**config.mk**
```make
export PLATFORM = sky130hd
export DESIGN_NAME = skip_adder_top
export DESIGN_NICKNAME = d
export VERILOG_FILES = /design/src/rtl/skip_adder_pkg.sv /design/src/rtl/skip_bit_cell.sv /design/src/rtl/skip_group.sv /design/src/rtl/skip_adder_top.sv
export SDC_FILE = /design/constraint.sdc
export NUM_CORES = 1
export LEC_CHECK = 0
export BUFFER_PORTS_ARGS = -buffer_cell sky130_fd_sc_hd__buf_2
export CORE_MARGIN = 5
export CORE_UTILIZATION = 35
export DETAILED_ROUTE_END_ITERATION = 6
export PLACE_DENSITY = 0.68
export SYNTH_ARGS = -nofsm -noshare
export SYNTH_HDL_FRONTEND = slang
export SYNTH_SLANG_ARGS = --single-unit
```
**constraint.sdc**
```tcl
create_clock -name vclk -period 27.1
set_input_delay 5.42 -clock vclk [all_inputs]
set_output_delay 5.42 -clock vclk [all_outputs]
set_load 0.1 [all_outputs]
```
**src/rtl/skip_adder_pkg.sv**
```systemverilog
package skip_adder_pkg;

    // Largest number of groups a partition vector may describe
    localparam int unsigned MAX_GRP = 32;
    localparam int unsigned FLD_W   = 8;

    typedef logic [MAX_GRP*FLD_W-1:0] part_vec_t;

    // Per-bit propagate/generate pair
    typedef struct packed {
        logic prop;
        logic gen;
    } pg_t;

    // Size of group idx from a packed partition
    function automatic int unsigned grp_len(input part_vec_t parts, input int unsigned idx);
        return int'(parts[idx*FLD_W +: FLD_W]);
    endfunction

    // Lowest bit index of group idx
    function automatic int unsigned grp_base(input part_vec_t parts, input int unsigned idx);
        int unsigned acc;
        acc = 0;
        for (int unsigned k = 0; k < idx; k++) begin
            acc += grp_len(parts, k);
        end
        return acc;
    endfunction

    // Total width covered by the first n groups
    function automatic int unsigned part_total(input part_vec_t parts, input int unsigned n);
        return grp_base(parts, n);
    endfunction

endpackage

```
**src/rtl/skip_bit_cell.sv**
```systemverilog
module skip_bit_cell
    import skip_adder_pkg::*;
(
    input  logic a_bit,
    input  logic b_bit,
    input  logic c_in,
    output pg_t  pg,
    output logic c_out,
    output logic s_bit
);

    always_comb begin
        pg.prop = a_bit ^ b_bit;
        pg.gen  = a_bit & b_bit;
        c_out   = pg.gen | (pg.prop & c_in);
        s_bit   = pg.prop ^ c_in;
    end

    // a bit never both propagates and generates
    always_comb begin
        pg_exclusive_chk: assert (!(pg.prop && pg.gen))
            else $error("R6 bit propagates and generates at once");
    end

endmodule

```
**src/rtl/skip_group.sv**
```systemverilog
module skip_group
    import skip_adder_pkg::*;
#(
    parameter int unsigned GW = 4
) (
    input  logic [GW-1:0] a_grp,
    input  logic [GW-1:0] b_grp,
    input  logic          c_grp_in,
    output logic [GW-1:0] s_grp,
    output logic          c_grp_out
);

    logic [GW:0]   rip;
    pg_t  [GW-1:0] pgv;
    logic [GW-1:0] pv;
    logic          grp_prop;

    assign rip[0] = c_grp_in;

    for (genvar bi = 0; bi < GW; bi++) begin : g_bit
        skip_bit_cell u_cell (
            .a_bit (a_grp[bi]),
            .b_bit (b_grp[bi]),
            .c_in  (rip[bi]),
            .pg    (pgv[bi]),
            .c_out (rip[bi+1]),
            .s_bit (s_grp[bi])
        );
        assign pv[bi] = pgv[bi].prop;
    end

    assign grp_prop  = &pv;
    assign c_grp_out = grp_prop ? c_grp_in : rip[GW];


    always_comb begin
        bypass_match_chk: assert (c_grp_out == rip[GW])
            else $error("R8 bypass carry %b differs from rippled %b", c_grp_out, rip[GW]);
    end


    always_comb begin
        prop_no_gen_chk: assert (!grp_prop || (rip[GW] == c_grp_in))
            else $error("R2 fully propagating group altered its carry");
    end

endmodule

```
**src/rtl/skip_adder_top.sv**
```systemverilog
module skip_adder_top
    import skip_adder_pkg::*;
#(
    parameter int unsigned WIDTH     = 32,
    parameter int unsigned NGRP      = 8,
    parameter logic [NGRP*8-1:0] GRP_SIZES =
        {8'd1, 8'd3, 8'd5, 8'd7, 8'd7, 8'd5, 8'd3, 8'd1}
) (
    input  logic [WIDTH-1:0] op_a,
    input  logic [WIDTH-1:0] op_b,
    input  logic             carry_in,
    output logic [WIDTH-1:0] sum_out,
    output logic             carry_out
);

    localparam part_vec_t PARTS   = part_vec_t'(GRP_SIZES);
    localparam int unsigned COVER = part_total(PARTS, NGRP);

    if (COVER != WIDTH) begin : g_bad_part
        $error("group sizes cover %0d bits, adder is %0d bits", COVER, WIDTH);
    end

    logic [NGRP:0] gc;
    assign gc[0] = carry_in;

    for (genvar gi = 0; gi < NGRP; gi++) begin : g_grp
        localparam int unsigned LO = grp_base(PARTS, gi);
        localparam int unsigned GL = grp_len(PARTS, gi);
        skip_group #(.GW(GL)) u_grp (
            .a_grp     (op_a[LO +: GL]),
            .b_grp     (op_b[LO +: GL]),
            .c_grp_in  (gc[gi]),
            .s_grp     (sum_out[LO +: GL]),
            .c_grp_out (gc[gi+1])
        );
    end

    assign carry_out = gc[NGRP];


    always_comb begin
        total_sum_chk: assert ({carry_out, sum_out} ==
                               ({1'b0, op_a} + {1'b0, op_b} + {{WIDTH{1'b0}}, carry_in}))
            else $error("R1 adder result disagrees with arithmetic sum");
    end


    always_comb begin
        zero_in_chk: assert (!((op_a == '0) && (op_b == '0)) ||
                             (!carry_out && (sum_out == {{(WIDTH-1){1'b0}}, carry_in})))
            else $error("R3 zero operands gave nonzero result");
    end

endmodule

```
==> impl_metrics.env <==
export IMPL_portBuffers=98
export IMPL_clock_buffers=0
export IMPL_via_per_inst=4.41
export IMPL_synthAdderAreaFrac_pct=66.8
export IMPL_wl_mm=3.13
export IMPL_path_class="in -> out"
export IMPL_slew_viol_final=0
export IMPL_crit_path_frequent_cell="fa_1"
export IMPL_synth_xor_area_share_pct=0
export IMPL_slowest_delay_ns=0.49
export IMPL_fin_setup_tns_ns=0
export IMPL_synth_top_family_by_area="adder cells"
export IMPL_critPathArrivalTime_ns=20.04
export IMPL_worstMarginPinSlew_ns=0.501
export IMPL_hold_violations=0
export IMPL_grt_max_degree=4
export IMPL_layout_nets=326
export IMPL_synth_cells=131
export IMPL_synth_compound_area_share_pct=8.22
export IMPL_min_period_over_period_pct=93.9
export IMPL_regArea_um2=0
export IMPL_die_w_um=75.9
export IMPL_finalPower_mw=0.112
export IMPL_grt_pass1_wl_mm=5.41
export IMPL_ctsHoldBuffers=0
export IMPL_syn_nets=258
export IMPL_ioPinCount=98
export IMPL_die_y_um=75.9
export IMPL_antenna_found_initial=0
export IMPL_fin_cells=249
export IMPL_die_area_um2=5770
export IMPL_fp_row_count=24
export IMPL_cts_resized=0
export IMPL_post_cts_buffers=0
export IMPL_yosysUniqueCellTypes=23
export IMPL_rsz0062_at_grt="false"
export IMPL_fillers=418
export IMPL_powerDensity_nw_per_um2=61.2
export IMPL_switching_share_pct=83.4
export IMPL_path_max_fanout=3
export IMPL_vias=1097
export IMPL_flops_and_latches=0
export IMPL_grt_usage_pct=10.7
export IMPL_p_int_mw=0.0187
export IMPL_wl_per_cell_um=12.6
export IMPL_setup_viol=0
export IMPL_fp_coreArea_um2=4290
export IMPL_start_util_pct=35.4
export IMPL_gp_congestion=0.686
export IMPL_maxCapViolations=0
export IMPL_dpl_hpwl_mm=3.05
export IMPL_synth_area_um2=1520
export IMPL_first_iter_violations=4
export IMPL_max_freq_mhz=39.3
export IMPL_setup_worst_path_start_class="input port"
export IMPL_syn_area_per_cell_um2=11.6
export IMPL_switching_power_mw=0.0937
export IMPL_areaGrowthSynthToFinish_pct=20.7
export IMPL_ys_warn_count=0
export IMPL_power_leakage_nw=0.974
export IMPL_crit_slowest_cell="fa_1"
export IMPL_status="finished clean"
export IMPL_comb_power_share_pct=100.0
export IMPL_end_kind="primary output"
export IMPL_power_frac_clock_pct=0
export IMPL_critical_path_required_ns=21.68
export IMPL_grt_ovfl_total=0
export IMPL_diodes=0
export IMPL_p_seq_share_pct=0
export IMPL_post_route_min_period_ns=25.46
export IMPL_dp_cells=249
export IMPL_synthMuxAreaShare_pct=0.987
export IMPL_yosysSeqAreaShare_pct=0
export IMPL_drtAntennaViolNets=0
export IMPL_first_pass_iters=4
export IMPL_relSlewSlack_pct=66.9
export IMPL_vdd_drop_max_v=0.0000297
export IMPL_drive_gt1_share_pct=53.3
export IMPL_drc=0
export IMPL_hold_class="in -> out"
export IMPL_grt_pass1_vias=1297
export IMPL_synth_simple_area_share_pct=5.76
[cells by family (layout without fill, tap and decap cells)]
kind of cell | Yosys count | after routing
adders and majority gates | 62 | 62
buffers and inverters | 42 | 108
muxes | 1 | 1
and+or+nand+nor | 15 | 15
AOI/OAI and AO/OA | 11 | 11
[per-stage QoR]
step / setup WS, ns / util [%] / hold WS [ns] / cell area [µm²]
CTS: 1.54 / 42.8 / 11.45 / 1840
detailed placement: 1.58 / 42.8 / 11.45 / 1840
floorplan: 2.50 / - / 11.25 / 1520
finish: 1.64 / 42.8 / 11.45 / 1840
global route: 0.944 / 42.8 / 11.50 / 1840
global placement: 1.77 / 42.8 / 11.46 / 1840
[worst paths after layout]
check / from / endpoint / slack (ns) / cells past startpoint
worst max-delay path: op_a[0] / sum_out[31] / 1.64 / 51
worst min-delay path: carry_in / sum_out[0] / 11.45 / 5
[power groups by stage]
| stage | Sequential, mW | Clock, mW | Combinational (mW) |
|---|---|---|---|
| after floorplan | 0 | 0 | 0.107 |
| after global placement | 0 | 0 | 0.113 |
| after detailed placement | 0 | 0 | 0.113 |
| after CTS | 0 | 0 | 0.114 |
| after global routing | 0 | 0 | 0.119 |
| final | 0 | 0 | 0.112 |
[critical path: cells and delay by family]
| kind | cells | cell delay [ns] |
|---|---|---|
| adders and majority gates | 32 | 12.08 |
| AOI/OAI and AO/OA | 9 | 1.16 |
| buffers and inverters | 6 | 0.81 |
| muxes | 1 | 0.29 |
| and+or+nand+nor | 3 | 0.26 |
[area by class of cell]
class | count | area, µm² | area share [%]
Inverter | 10 | 37.5 | 2.04
Multi-Input combinational cell | 89 | 1240 | 67.7
Tap cell | 52 | 65.1 | 3.54
Timing Repair Buffer | 98 | 490 | 26.7
[cells in the mapped netlist, types with 2 or more instances]
cell	count	area [µm²]
fa_1	32	641
buf_4	32	240
inv_1	10	37.5
a21oi_1	2	10.0
ha_1	30	375
nor2_1	2	7.51
nand3_1	4	20.0
o21a_1	2	15.0
nand2_1	3	11.3
[metal layers]
layer	up-vias	routed length [µm]	global-route usage, %
li1	520	-	-
met1	516	1120	12.0
met2	61	1650	20.9
met3	0	356	2.84
met4	0	0	0
met5	-	0	0
[cells in the final DEF (no fill, tap or decap)]
master / instances
a2111oi_4: 1
a21o_1: 1
a21oi_1: 2
a31o_2: 1
a31oi_1: 1
a41oi_4: 1
and2_1: 1
and3_1: 1
and4_1: 1
and4_2: 1
and4_4: 1
buf_2: 98
fa_1: 32
ha_1: 30
inv_1: 10
mux2_4: 1
nand2_1: 3
nand3_1: 4
nand4_1: 1
nor2_1: 2
o2111ai_2: 1
o21a_1: 2
o31ai_1: 1
No activity file was read; power rests on OpenSTA's default activity.
